## src/rtl/pic_pkg.sv

```systemverilog
package pic_pkg;
  localparam int unsigned PIC_NUM_SRC = 4;
  localparam int unsigned PIC_VEC_W   = 8;

  function automatic int unsigned pic_idx_w(input int unsigned n);
    return (n <= 2) ? 1 : $clog2(n);
  endfunction
endpackage

```

## src/rtl/pic_pend_reg.sv

```systemverilog
module pic_pend_reg #(
  parameter int unsigned N = 4
) (
  input  logic         clk_i,
  input  logic         rst_ni,
  input  logic [N-1:0] set_i,
  input  logic [N-1:0] clr_i,
  output logic [N-1:0] pend_o
);
  logic [N-1:0] pend_q;

  // set dominates clear on the same bit
  always_ff @(posedge clk_i or negedge rst_ni) begin
    if (!rst_ni) pend_q <= '0;
    else         pend_q <= (pend_q & ~clr_i) | set_i;
  end

  assign pend_o = pend_q;
endmodule

```

## src/rtl/pic_ctrl_reg.sv

```systemverilog
module pic_ctrl_reg #(
  parameter int unsigned N = 4
) (
  input  logic         clk_i,
  input  logic         rst_ni,
  input  logic         wr_en_i,
  input  logic [N-1:0] wr_mask_i,
  input  logic         wr_ien_i,
  output logic [N-1:0] mask_o,
  output logic         ien_o
);
  logic [N-1:0] mask_q;
  logic         ien_q;

  always_ff @(posedge clk_i or negedge rst_ni) begin
    if (!rst_ni) begin
      mask_q <= '0;
      ien_q  <= 1'b0;
    end else if (wr_en_i) begin
      mask_q <= wr_mask_i;
      ien_q  <= wr_ien_i;
    end
  end

  assign mask_o = mask_q;
  assign ien_o  = ien_q;
endmodule

```

## src/rtl/pic_prio_enc.sv

```systemverilog
module pic_prio_enc #(
  parameter int unsigned N     = 4,
  parameter int unsigned IDX_W = 2
) (
  input  logic [N-1:0]     req_i,
  output logic [IDX_W-1:0] code_o,
  output logic             any_o
);
  assign any_o = |req_i;

  if (N == 4 && IDX_W == 2) begin : g_four
    logic x, y;
    assign x = ~req_i[0] & ~req_i[1];
    assign y = (~req_i[0] & req_i[1]) | (~req_i[0] & ~req_i[2]);
    assign code_o = {x, y};
  end else begin : g_generic
    always_comb begin
      code_o = '0;
      for (int i = N - 1; i >= 0; i--) begin
        if (req_i[i]) code_o = IDX_W'(i);
      end
    end
  end
endmodule

```

## src/rtl/pic_par_prio.sv

```systemverilog
module pic_par_prio
  import pic_pkg::*;
#(
  parameter int unsigned N     = PIC_NUM_SRC,
  parameter int unsigned VEC_W = PIC_VEC_W
) (
  input  logic             clk_i,
  input  logic             rst_ni,
  input  logic [N-1:0]     req_i,
  input  logic             wr_en_i,
  input  logic [N-1:0]     wr_mask_i,
  input  logic             wr_ien_i,
  input  logic             ack_i,
  output logic             int_o,
  output logic             ist_o,
  output logic [VEC_W-1:0] vec_o
);
  localparam int unsigned IDX_W = pic_idx_w(N);

  logic [N-1:0]     pend_q;
  logic [N-1:0]     mask_q;
  logic             ien_q;
  logic [N-1:0]     masked;
  logic [N-1:0]     clr;
  logic [IDX_W-1:0] code;
  logic             any;

  pic_ctrl_reg #(.N(N)) u_ctrl (
    .clk_i     (clk_i),
    .rst_ni    (rst_ni),
    .wr_en_i   (wr_en_i),
    .wr_mask_i (wr_mask_i),
    .wr_ien_i  (wr_ien_i),
    .mask_o    (mask_q),
    .ien_o     (ien_q)
  );

  pic_pend_reg #(.N(N)) u_pend (
    .clk_i  (clk_i),
    .rst_ni (rst_ni),
    .set_i  (req_i),
    .clr_i  (clr),
    .pend_o (pend_q)
  );

  assign masked = pend_q & mask_q;

  pic_prio_enc #(.N(N), .IDX_W(IDX_W)) u_enc (
    .req_i  (masked),
    .code_o (code),
    .any_o  (any)
  );

  for (genvar k = 0; k < N; k++) begin : g_clr
    assign clr[k] = ack_i & any & (code == IDX_W'(k));
  end

  assign ist_o = any;
  assign int_o = any & ien_q;
  assign vec_o = (ack_i && any) ? {{(VEC_W-IDX_W){1'b0}}, code} : '0;
endmodule

```

## config.mk

```make
export PLATFORM = sky130hd
export DESIGN_NAME = pic_par_prio
export DESIGN_NICKNAME = d
export VERILOG_FILES = /design/src/rtl/pic_pkg.sv /design/src/rtl/pic_pend_reg.sv /design/src/rtl/pic_ctrl_reg.sv /design/src/rtl/pic_prio_enc.sv /design/src/rtl/pic_par_prio.sv
export SDC_FILE = /design/constraint.sdc
export NUM_CORES = 1
export LEC_CHECK = 0
export ABC_AREA = 1
export BUFFER_PORTS_ARGS = -buffer_cell sky130_fd_sc_hd__buf_2
export CORE_AREA = 4 4 41 43
export CTS_BUF_LIST = sky130_fd_sc_hd__clkbuf_2 sky130_fd_sc_hd__clkbuf_4 sky130_fd_sc_hd__clkbuf_8
export DETAILED_ROUTE_END_ITERATION = 16
export DIE_AREA = 0 0 45 47
export PLACE_DENSITY = 0.71
export SLEW_MARGIN = 20
export SYNTH_ARGS = -nofsm -noshare
export SYNTH_HDL_FRONTEND = slang
export SYNTH_SLANG_ARGS = --single-unit
```

## constraint.sdc

```tcl
create_clock -name clk_i -period 2.66 [get_ports clk_i]
set_input_delay 0.266 -clock clk_i [delete_from_list [all_inputs] [get_ports clk_i]]
set_output_delay 0.266 -clock clk_i [all_outputs]
set_load 0.02 [all_outputs]
```

After elaboration in Yosys (flattened, before gate mapping)
Index checks and enable logic that the tools add are counted.
- eq/ne operators: 3
- mux-type cells: 1
- bitwise logic cells: 17
- reduce and logical (&&, ||, !) cells: 3
- operators by type and width (operator ; count):
    $and A1 B1 Y1 ; 9
    $and A4 B4 Y4 ; 2
    $eq A2 B2 Y1 const B ; 2
    $not A4 Y4 ; 1
    $or A4 B4 Y4 ; 1
    $reduce_or A4 Y1 ; 1
    $not A1 Y1 ; 3
    $eq A2 B1 Y1 const B ; 1
    $logic_not A2 Y1 ; 1
    $mux W2 ; 1
    $logic_and A1 B1 Y1 ; 1
    $or A1 B1 Y1 ; 1
- flip-flop bits (word level): 9
- logic and storage cells: 27

Longest topological paths before layout
Gate-level depths: netlist of run 1.
- depth after elaboration: 9
- mapped depth: 6
- mapped depth without buffers: 6

Cells and area by module
From an unflattened synthesis of run 1, not the netlist that was laid out.
- cells, all modules: 81
- area, all modules: 530.5 µm²
- modules (own cells, without submodules) (module ; times used ; cells each ; area each (µm²) ; sequential area each (µm²)):
    pic_ctrl_reg ; 1 ; 21 ; 185.2 ; 125.1
    pic_pend_reg ; 1 ; 20 ; 160.2 ; 100.1
    pic_par_prio ; 1 ; 30 ; 137.6 ; 0.0
    pic_prio_enc ; 1 ; 10 ; 47.5 ; 0.0

Worst setup path after synthesis of run 1
Ideal clock, no wire load.
- path type: register -> output
- start: register u_pend.pend_q[1] (netlist: u_pend.pend_o[1])
- end: output port vec_o[0]
- data arrival time: 895 ps
- data required time: 2394 ps
- path slack: 1499 ps
- stages on the path, launching flop included: 7
- buffers on the path: 0
- cells stage by stage: dfrtp_1 nand2_2 nand2_2 nor2_2 inv_2 nand2_2 nor2_2
- cells in the longest elaborated chain, start to end: 4
- RTL lines (element ; RTL line ; text):
    start, declared ; pic_pend_reg.sv:10 ; logic [N-1:0] pend_q;
    start signal, assigned ; pic_pend_reg.sv:15 ; else pend_q <= (pend_q & ~clr_i) | set_i;
    $and A4 B4 Y4 ; pic_par_prio.sv:46 ; assign masked = pend_q & mask_q;
    $reduce_or A4 Y1 ; pic_prio_enc.sv:9 ; assign any_o = |req_i;
    via ist_o ; pic_par_prio.sv:15 ; output logic ist_o,
    $logic_and A1 B1 Y1 ; pic_par_prio.sv:60 ; assign vec_o = (ack_i && any) ? {{(VEC_W-IDX_W){1'b0}}, code} : '0;
    $mux W2 ; pic_par_prio.sv:60 ;
    end, declared ; pic_par_prio.sv:16 ; output logic [VEC_W-1:0] vec_o
The timed path passes the listed nets, and every way through them passes these cells.

Worst setup path in the final report of run 1
- start: register u_ctrl.mask_q[2] (netlist: u_ctrl.mask_o[2])
- end: output port vec_o[0]
- cells in the longest elaborated chain, start to end: 5
- RTL lines (element ; RTL line ; text):
    start, declared ; pic_ctrl_reg.sv:12 ; logic [N-1:0] mask_q;
    start signal, assigned ; pic_ctrl_reg.sv:20 ; mask_q <= wr_mask_i;
    $and A4 B4 Y4 (*) ; pic_par_prio.sv:46 ;
    $not A1 Y1 ; pic_prio_enc.sv:14 ; assign y = (~req_i[0] & req_i[1]) | (~req_i[0] & ~req_i[2]);
    $and A1 B1 Y1 ; pic_prio_enc.sv:14 ;
    $or A1 B1 Y1 ; pic_prio_enc.sv:14 ;
    $mux W2 (*) ; pic_par_prio.sv:60 ;
Mark *: on every way between the ends. The rest lies on a longest branch, timed or not.

==> summary.txt, run 1 <==
Status
  – Outcome: finished, final reports clean

Timing
  – Final hold vios: 0
  – Max Fclk: 659.1 MHz
  – Final Cycle Share: between 50% and 60%
  – Crit path time final: approximately 1.5 ns
  – Setup TNS: 0 ns
  – Layout Skew: 0.001207 ns
  – Final slew viol count: 0
  – Endpoints failing setup: 0
  – RSZ-0062 raised after global routing: no
  – Hold Slack: approximately 0.19 ns

Synth
  – Synth top area cells: dfrtp_1, buf_4, mux2_1, nand2_2, nand2_1
  – Top cells by count, synth: dfrtp_1, nand2_1, buf_4
  – Yosys top cell by area: dfrtp_1
  – Number of synthesized flops with an enable pin: 0
  – Synthesis-stage register bit count: 9
  – Distinct cells, synth: 14
  – Synthesized area: about 480 µm²
  – Part of the Yosys area used for sequential elements: between 40% and 50%
  – Average instance area after synthesis: 9.216 µm²
  – Yosys warnings: 0
  – Count leader, synth: dfrtp_1
  – Main flop type after synthesis: dfrtp_1
  – Synth top area share: between 40 and 50%
  – Mapped Cells: 52
  – Async set-reset flop share out of synthesis: between 90% and 100%

CTS
  – CTS Root Buffer Type: clkbuf_4
  – Post-cts sizing count: 0
  – Cts bufs inserted: 3
  – Sinks on Clock Net: 9
  – Max Buffers Root-to-Sink: 2
  – Worst-path clk slew: approximately 0.060 ns
  – TritonCTS clock tree: yes
  – Worst-Skew Late Latency: between 0.2 and 0.3 ns
  – Post-CTS Hold Buffers: 1
  – Setup Fix Bufs, Post-CTS: 0
  – # H-tree levels: 1

Floorplanning
  – Initial Utilization: a little under two fifths
  – Ports: 23
  – Die width: 45 µm
  – FP Rows: 13
  – Die H: ~47 µm
  – Die ar.: between 2000 and 2500 µm²
  – Core area: approximately 1300 µm²

Global routing
  – Vias in the first global route: 323
  – Initial antenna violation count: 0
  – Grt total ovfl: 0
  – Largest net degree at the start of global routing: 10
  – Gr usage total: 9.744%
  – Wire length of the first global-routing pass: approximately 1.4 mm

Layout
  – Number of nets in the layout: between 80 and 90
  – Non-filler instance count after layout: just under 90
  – Antenna cells: 0
  – Share of post-route cells with drive strength above 1: 40.28%
  – Area Overhead vs Synth: 23.50%

Worst setup path
  – WP data arrival: 1.25 ns
  – CP max FO: 4
  – R2R Setup Slk: between 1.5 and 2 ns
  – CP Capture Type: output pin
  – CP Class: register to output pin
  – Critical Path Source Type: register
  – CP required: ~2.4 ns

Routing
  – DRC: 0
  – Final WL: around 840 µm
  – Vias per cell: 4.356
  – Final ANT Viol Nets: 0
  – First-pass detailed-route iteration total: 2
  – Total number of vias: 379
  – Drt initial violations: 1
  – Avg WL per Cell: 9.621 µm

Min path
  – Hold Path Class: primary input to register

Power and ir drop
  – Total chip power: ~350 µW
  – Worst IR Drop VDD: approximately 260 µV
  – Leak pwr: approximately 0.00032 µW
  – Power per cell area: 586.5 nW/µm²

Placement
  – Port Buf Inserts: 16
  – Dpl cells: 82
  – GPL Wtd Cong: around 0.70
  – Post-DP HPWL: around 710 µm

Run
  – Max Cap Violations: 0
==> state kept, by name, summed over array words and instances, names as in the netlist <==
signal / count
u_ctrl.ien_o: 1
u_ctrl.mask_o: 4
u_pend.pend_o: 4
==> critical path: stages, from the launching register on <==
cell and delay [ns]:
dfrtp_1 0.39, nand2_2 0.11, nand2_1 0.08, nor2_2 0.14, inv_2 0.05, nand2_2 0.05, nor2_2 0.03, buf_2 0.15
==> area by class of cell <==
class                           count  area [µm²]
Sequential cell                     9       225.2
Multi-Input combinational cell     35       201.4
Clock buffer                        4       30.03
Tap cell                           15       18.77
Inverter                            7       26.28
Timing Repair Buffer               17       90.09
Fill cell                         136       709.4
==> per-layer routing <==
layer | track usage (%) | vias to the layer above | wire length (µm)
li1 | - | 193 | -
met1 | 12.44 | 166 | 362
met2 | 12.43 | 18 | 375
met3 | 3.831 | 2 | 92
met4 | 8.772 | 0 | 6
met5 | 0 | - | 0
==> where the power goes <==
part           switching (µW)  total [µW]  leakage, µW  internal (µW)
clock network            44.8         113    0.0000184           67.8
registers                7.58         157    0.0000968            149
logic                    48.9        78.0     0.000204           29.1
total                     101         347     0.000319            246
==> path summary, 6_finish.rpt <==
path,from,endpoint,cells past startpoint
hold reg to reg,u_pend.pend_o[3],u_pend.pend_o[3],2
max in group asynchronous,rst_ni,u_pend.pend_o[0],2
hold / removal,req_i[0],u_pend.pend_o[0],2
setup / recovery,u_ctrl.mask_o[2],vec_o[0],7
min in group asynchronous,rst_ni,u_ctrl.ien_o,2
setup reg to reg,u_ctrl.mask_o[0],u_pend.pend_o[3],6
==> through the flow <==
stage / instance area [µm²] / utilization [%] / worst slack, ns
6_report: 591.8 / 45.48 / 1.143
5_1_grt: 591.8 / 45.48 / 1.040
4_1_cts: 591.8 / 45.48 / 1.121
3_5_place_dp: 551.8 / 42.40 / 1.409
3_3_place_gp: 551.8 / 42.40 / 1.442
2_1_floorplan: 498.0 / - / 1.499
==> cells by family after synthesis <==
family                 share of synthesized area [%]
and+or+nand+nor                                21.15
buffers and inverters                          14.88
DFF                                            47.00
AOI/OAI and AO/OA                              6.788
muxes                                          9.399
other                                         0.7825
==> cells in the final DEF, fill, tap and decap left out <==
cell type,n
dfrtp_1,9
inv_1,5
dlygate4sd3_1,1
a21o_1,3
nand3_1,1
buf_2,16
nor2_1,1
mux2_1,4
nand4_1,3
nor2_2,2
nand2_2,5
inv_2,2
nand2_1,8
o21ai_0,2
conb_1,6
clkbuf_4,4
(Power assumes the default switching activity.)
==> run 2, diff against run 1 <==
==> constraint.sdc (replaced) <==
create_clock -name clk_i -period 1.54 [get_ports clk_i]
set_input_delay 0.154 -clock clk_i [delete_from_list [all_inputs] [get_ports clk_i]]
set_output_delay 0.154 -clock clk_i [all_outputs]
set_load 0.02 [all_outputs]
==> run 2 against run 1 <==
Core utilization is 0.19 points lower; cell area is 0.42% lower; hold slack worse by 0.12 ns; highest routed layer unchanged.
==> summary.txt, run 2 (synthesized netlist as in run 1, its figures left out) <==
Status
  – Outcome: finished, final reports clean (unchanged)

Timing
  – Hold Slack: 0.06684 ns (was 0.1897 ns)
  – Setup TNS: 0 ns (unchanged)
  – RSZ-0062 raised after global routing: no (unchanged)
  – Final hold vios: 0 (unchanged)
  – Endpoints failing setup: 0 (unchanged)
  – Layout Skew: 0.007753 ns (was 0.001207 ns)
  – Final slew viol count: 0 (unchanged)
  – Max Fclk: around 710 MHz
  – Crit path time final: approximately 1.4 ns
  – Final Cycle Share: 91.36%

CTS
  – CTS Root Buffer Type: clkbuf_4 (unchanged)
  – Post-cts sizing count: 0 (unchanged)
  – Setup Fix Bufs, Post-CTS: 0 (unchanged)
  – Post-CTS Hold Buffers: 1 (unchanged)
  – TritonCTS clock tree: yes (unchanged)
  – Cts bufs inserted: 3 (unchanged)
  – Worst-path clk slew: 0.06 ns (about the same)
  – Max Buffers Root-to-Sink: 2 (unchanged)
  – # H-tree levels: 1 (unchanged)
  – Worst-Skew Late Latency: 0.26 ns (was 0.25 ns)
  – Sinks on Clock Net: 9 (unchanged)

Global routing
  – Gr usage total: 8.873% (was 9.744%)
  – Wire length of the first global-routing pass: 1.297 mm (was 1.386 mm)
  – Grt total ovfl: 0 (unchanged)
  – Initial antenna violation count: 0 (unchanged)
  – Largest net degree at the start of global routing: 10 (unchanged)
  – Vias in the first global route: 319 (was 323)

Floorplanning
  – Ports: 23 (unchanged)
  – Die width: 45 µm (unchanged)
  – Core area: 1301 µm² (unchanged)
  – FP Rows: 13 (unchanged)
  – Initial Utilization: 36.83% (unchanged)
  – Die H: 47 µm (unchanged)
  – Die ar.: 2115 µm² (unchanged)

Worst setup path
  – CP max FO: 4 (unchanged)
  – R2r startpoint: u_ctrl.mask_o[0] (unchanged)
  – CP Capture Type: output pin (unchanged)
  – Critical Path Source Type: register (unchanged)
  – Worst Setup SP: u_ctrl.mask_o[2] (unchanged)
  – CP required: 1.39 ns (was 2.39 ns)
  – WP data arrival: 1.25 ns (about the same)
  – R2R Setup Slk: 0.61 ns (was 1.74 ns)
  – CP Class: register to output pin (unchanged)

Layout
  – Share of post-route cells with drive strength above 1: 40.28% (unchanged)
  – Commonest non-fill, non-tap cell in the layout: buf_2 (unchanged)
  – Antenna cells: 0 (unchanged)
  – Highest-count cells in the layout ignoring fill and taps: buf_2, dfrtp_1, nand2_1, conb_1 (unchanged)
  – Number of nets in the layout: 86 (unchanged)
  – Area Overhead vs Synth: 22.98% (was 23.50%)

Routing
  – First-pass detailed-route iteration total: 2 (unchanged)
  – Final WL: 758 µm (was 837 µm)
  – Vias per cell: 4.356 (unchanged)
  – Avg WL per Cell: 8.713 µm (was 9.621 µm)
  – Final ANT Viol Nets: 0 (unchanged)
  – DRC: 0 (unchanged)
  – Total number of vias: 379 (unchanged)
  – Drt initial violations: 2 (was 1)

Placement
  – GPL Wtd Cong: 0.6757 (was 0.7016)
  – Post-DP HPWL: 666.7 µm (was 711.4 µm)
  – Port Buf Inserts: 16 (unchanged)

Power and ir drop
  – Leak pwr: 0.0003181 µW (was 0.0003188 µW)
  – Power per cell area: 983.9 nW/µm² (was 586.5 nW/µm²)
  – Worst IR Drop VDD: 484.7 µV (was 261.8 µV)

Run
  – Max Cap Violations: 0 (unchanged)

Min path
  – Hold wc startpoint: req_i[2] (was req_i[0])
  – Hold Path Class: primary input to register (unchanged)
[run 2: per-layer routing]
layer / track usage [%] / wire [µm] / part of all wire [%] / vias up
met3: 2.682 / 97 / 13 / 2
met5: 0 / 0 / 0 / -
met1: 11.06 / 327 / 43 / 163
met4: 8.772 / 17 / 2.2 / 0
li1: - / - / - / 194
met2: 11.86 / 315 / 42 / 20
[run 2: stage by stage]
| step | setup WS (ns) | cells | area, µm² | utilization [%] | total power (µW) |
|---|---|---|---|---|---|
| after CTS | 0.1122 | 87 | 589.3 | 45.29 | 592.9 |
| final | 0.1330 | 87 | 589.3 | 45.29 | 579.8 |
| after detailed placement | 0.4087 | 82 | 551.8 | 42.40 | 407.8 |
| after floorplan | 0.4911 | 57 | 498.0 | - | 374.7 |
| after global routing | 0.01814 | 87 | 589.3 | 45.29 | 623.5 |
| after global placement | 0.4300 | 82 | 551.8 | 42.40 | 404.5 |
[run 2: final cells by class]
type	instances	area, µm²
fillers	152	711.9
flip-flops and latches	9	225.2
multi-input cells	35	201.4
repair buffers	17	90.09
inverters	7	26.28
clock buffers	3	22.52
well taps	15	18.77
clock inverters	1	5.005
[run 2: worst max-delay path, cell delays in order, from the launching register on]
cell and delay (ns):
dfrtp_1 0.39, nand2_2 0.10, nand2_1 0.08, nor2_2 0.14, inv_2 0.05, nand2_2 0.05
nor2_2 0.03, buf_2 0.15
[run 2: report_power, final]
| part | leakage (µW) | switching [µW] | internal (µW) |
|---|---|---|---|
| sequential | 0.0000968 | 12.6 | 257 |
| combinational | 0.000204 | 83.0 | 50.3 |
| clock | 0.0000177 | 81.1 | 95.6 |
| total | 0.000318 | 177 | 403 |
[run 2: path summary, 6_finish.rpt]
kind	cells past startpoint	to
worst max-delay path	7	vec_o[0]
worst min-delay path	2	u_pend.pend_o[2]
worst max register to register	6	u_pend.pend_o[3]
worst min register to register	2	u_pend.pend_o[3]
max in group asynchronous	2	u_pend.pend_o[3]
min in group asynchronous	2	u_ctrl.mask_o[2]
==> run 3, diff against run 2 <==
--- a/config.mk
+++ b/config.mk
@@ -11,7 +11,7 @@
 export CTS_BUF_LIST = sky130_fd_sc_hd__clkbuf_2 sky130_fd_sc_hd__clkbuf_4 sky130_fd_sc_hd__clkbuf_8
 export DETAILED_ROUTE_END_ITERATION = 16
 export DIE_AREA = 0 0 45 47
-export PLACE_DENSITY = 0.71
+export PLACE_DENSITY_LB_ADDON = 0.12
 export SLEW_MARGIN = 20
 export SYNTH_ARGS = -nofsm -noshare
 export SYNTH_HDL_FRONTEND = slang
==> run 3 against run 2 <==
Die area unchanged; critical path depth unchanged; maximum frequency increased by 0.28%; largest power group unchanged; non-clock buffer count unchanged; clock-buffer cell count increased by 1; clock skew decreased by 0.0028 ns; sequential power about the same; clock power increased by 11%; global-route usage unchanged.
==> summary.txt, run 3 (synthesized netlist as in run 1, its figures left out) <==
Status
  – Outcome: finished, final reports clean (unchanged)

Power and ir drop
  – Switching pwr: 175.3 µW (was 176.7 µW)
  – Total chip power: 600.0 µW (was 579.8 µW)
  – Clock Power Share: 32.8% (was 30.5%)
  – Power per cell area: 1014 nW/µm² (was 983.9 nW/µm²)
  – Sw frac: 29.21% (was 30.48%)
  – Leak pwr: 0.0003188 µW (was 0.0003181 µW)
  – Comb pwr share: 22.3% (was 23.0%)
  – Register share of total power: 44.9% (was 46.5%)
  – Power Internal: 424.7 µW (was 403.1 µW)
  – Worst IR Drop VDD: 404.9 µV (was 484.7 µV)

Placement
  – Port Buf Inserts: 16 (unchanged)
  – Post-Place Setup Slack: 0.4065 ns (was 0.4087 ns)
  – GPL Wtd Cong: 0.6783 (was 0.6757)
  – Post-DP HPWL: 665.5 µm (was 666.7 µm)

CTS
  – # H-tree levels: 1 (unchanged)
  – Worst-Skew Late Latency: 0.26 ns (about the same)
  – Sinks on Clock Net: 9 (unchanged)
  – Post-cts sizing count: 0 (unchanged)
  – TritonCTS clock tree: yes (unchanged)
  – Post-CTS Hold Buffers: 1 (unchanged)
  – Worst-path clk slew: 0.06 ns (about the same)
  – Setup Fix Bufs, Post-CTS: 0 (unchanged)
  – Cts bufs inserted: 3 (unchanged)
  – CTS Root Buffer Type: clkbuf_4 (unchanged)
  – Max Buffers Root-to-Sink: 2 (unchanged)

Worst setup path
  – CP required: 1.39 ns (about the same)
  – CP Capture Type: output pin (unchanged)
  – CP max FO: 4 (unchanged)
  – R2R Setup Slk: 0.63 ns (was 0.61 ns)
  – R2r endpoint: u_pend.pend_o[3] (unchanged)
  – WP data arrival: 1.25 ns (about the same)
  – Buffers and inverters on the worst path: 2 (unchanged)
  – Critical Path Source Type: register (unchanged)
  – R2r startpoint: u_ctrl.mask_o[0] (unchanged)
  – CP Class: register to output pin (unchanged)
  – CP cell instances: nand2_2 -> nand2_1 -> nor2_2 -> inv_2 -> nand2_2 -> nor2_2 -> buf_2 (unchanged)
  – Max incr delay on CP: 0.39 ns (about the same)
  – Crit path max-delay cell type: dfrtp_1 (unchanged)
  – Reg2Reg Depth: 6 (unchanged)
  – Crit-path leading delay family: simple AND/OR/NAND/NOR gates (unchanged)

Floorplanning
  – Core area: 1301 µm² (unchanged)
  – Ports: 23 (unchanged)
  – Initial Utilization: 36.83% (unchanged)
  – FP Rows: 13 (unchanged)
  – Die ar.: 2115 µm² (unchanged)
  – Die width: 45 µm (unchanged)
  – Die H: 47 µm (unchanged)

Layout
  – Highest-count cells in the layout ignoring fill and taps: buf_2, dfrtp_1, nand2_1, conb_1 (unchanged)
  – Final Util: 45.48% (was 45.29%)
  – Share of post-route cells with drive strength above 1: 40.28% (unchanged)
  – Commonest non-fill, non-tap cell in the layout: buf_2 (unchanged)
  – Number of nets in the layout: 86 (unchanged)
  – Area Overhead vs Synth: 23.50% (was 22.98%)
  – Antenna cells: 0 (unchanged)

Timing
  – RSZ-0062 raised after global routing: no (unchanged)
  – Endpoints failing setup: 0 (unchanged)
  – Setup TNS: 0 ns (unchanged)
  – Final Cycle Share: 91.11% (was 91.36%)
  – Final slew viol count: 0 (unchanged)
  – Crit path time final: 1.403 ns (was 1.407 ns)
  – Final hold vios: 0 (unchanged)
  – Layout Skew: 0.004991 ns (was 0.007753 ns)
  – Max Fclk: 712.7 MHz (was 710.7 MHz)
  – Worst setup margin: 0.1370 ns (was 0.1330 ns)

Global routing
  – Gr usage total: 8.873% (unchanged)
  – Initial antenna violation count: 0 (unchanged)
  – Wire length of the first global-routing pass: 1.304 mm (was 1.297 mm)
  – Largest net degree at the start of global routing: 10 (unchanged)
  – Grt total ovfl: 0 (unchanged)
  – Vias in the first global route: 323 (was 319)

Min path
  – Worst Hold End: u_pend.pend_o[2] (unchanged)
  – Hold Path Class: primary input to register (unchanged)
  – Worst Hold Path Cells: 2 (unchanged)
  – Hold wc startpoint: req_i[2] (unchanged)

Run
  – Max Cap Violations: 0 (unchanged)

Routing
  – Final WL: 816 µm (was 758 µm)
  – First-pass detailed-route iteration total: 4 (was 2)
  – Total number of vias: 374 (was 379)
  – DRC: 0 (unchanged)
  – Drt initial violations: 5 (was 2)
  – Vias per cell: 4.299 (was 4.356)
  – Avg WL per Cell: 9.379 µm (was 8.713 µm)
  – Final ANT Viol Nets: 0 (unchanged)
[run 3: power by group through the flow]
stage                     registers [µW]  clock network [µW]  logic, µW
after floorplan                      271                   0        104
after global placement               274                   0        133
after detailed placement             274                   0        133
after CTS                            270                 208        135
after global routing                 273                 217        150
final                                269                 197        134
[run 3: cell type report]
cell class                      instances  area, µm²
Clock buffer                            4      30.03
Tap cell                               15      18.77
Fill cell                             135      709.4
Multi-Input combinational cell         35      201.4
Sequential cell                         9      225.2
Inverter                                7      26.28
Timing Repair Buffer                   17      90.09
[run 3: per-stage QoR]
stage	std cells	instance area [µm²]	hold slack (ns)
after floorplan	57	498.0	-0.1416
after global placement	82	551.8	0.01920
after detailed placement	82	551.8	0.01528
after CTS	87	591.8	0.05942
after global routing	87	591.8	0.07276
final	87	591.8	0.06822
[run 3: layer usage]
| metal | global-route usage [%] | share of wire (%) | vias up |
|---|---|---|---|
| li1 | - | - | 194 |
| met1 | 11.06 | 44 | 156 |
| met2 | 12.71 | 41 | 22 |
| met3 | 2.682 | 13 | 2 |
| met4 | 7.018 | 1.8 | 0 |
| met5 | 0 | 0 | - |
[run 3: worst register-to-register path, stage by stage (launching register included)]
cell and delay, ns:
dfrtp_1 0.40, nand2_2 0.13, nand2_1 0.07, inv_1 0.05
nand4_1 0.06, nand2_1 0.06, nand2_1 0.04
[run 3: worst max path at each step]
stage	start	to	slack [ns]	cells after the start
final	u_ctrl.mask_o[2]	vec_o[0]	0.14	7
after global routing	u_ctrl.mask_o[2]	vec_o[0]	0.02	7
after CTS	u_ctrl.mask_o[2]	vec_o[0]	0.12	7
after detailed placement	u_ctrl.mask_o[2]	vec_o[0]	0.41	7
after global placement	u_ctrl.mask_o[2]	vec_o[0]	0.42	7
after floorplan	u_pend.pend_o[1]	vec_o[0]	0.49	6
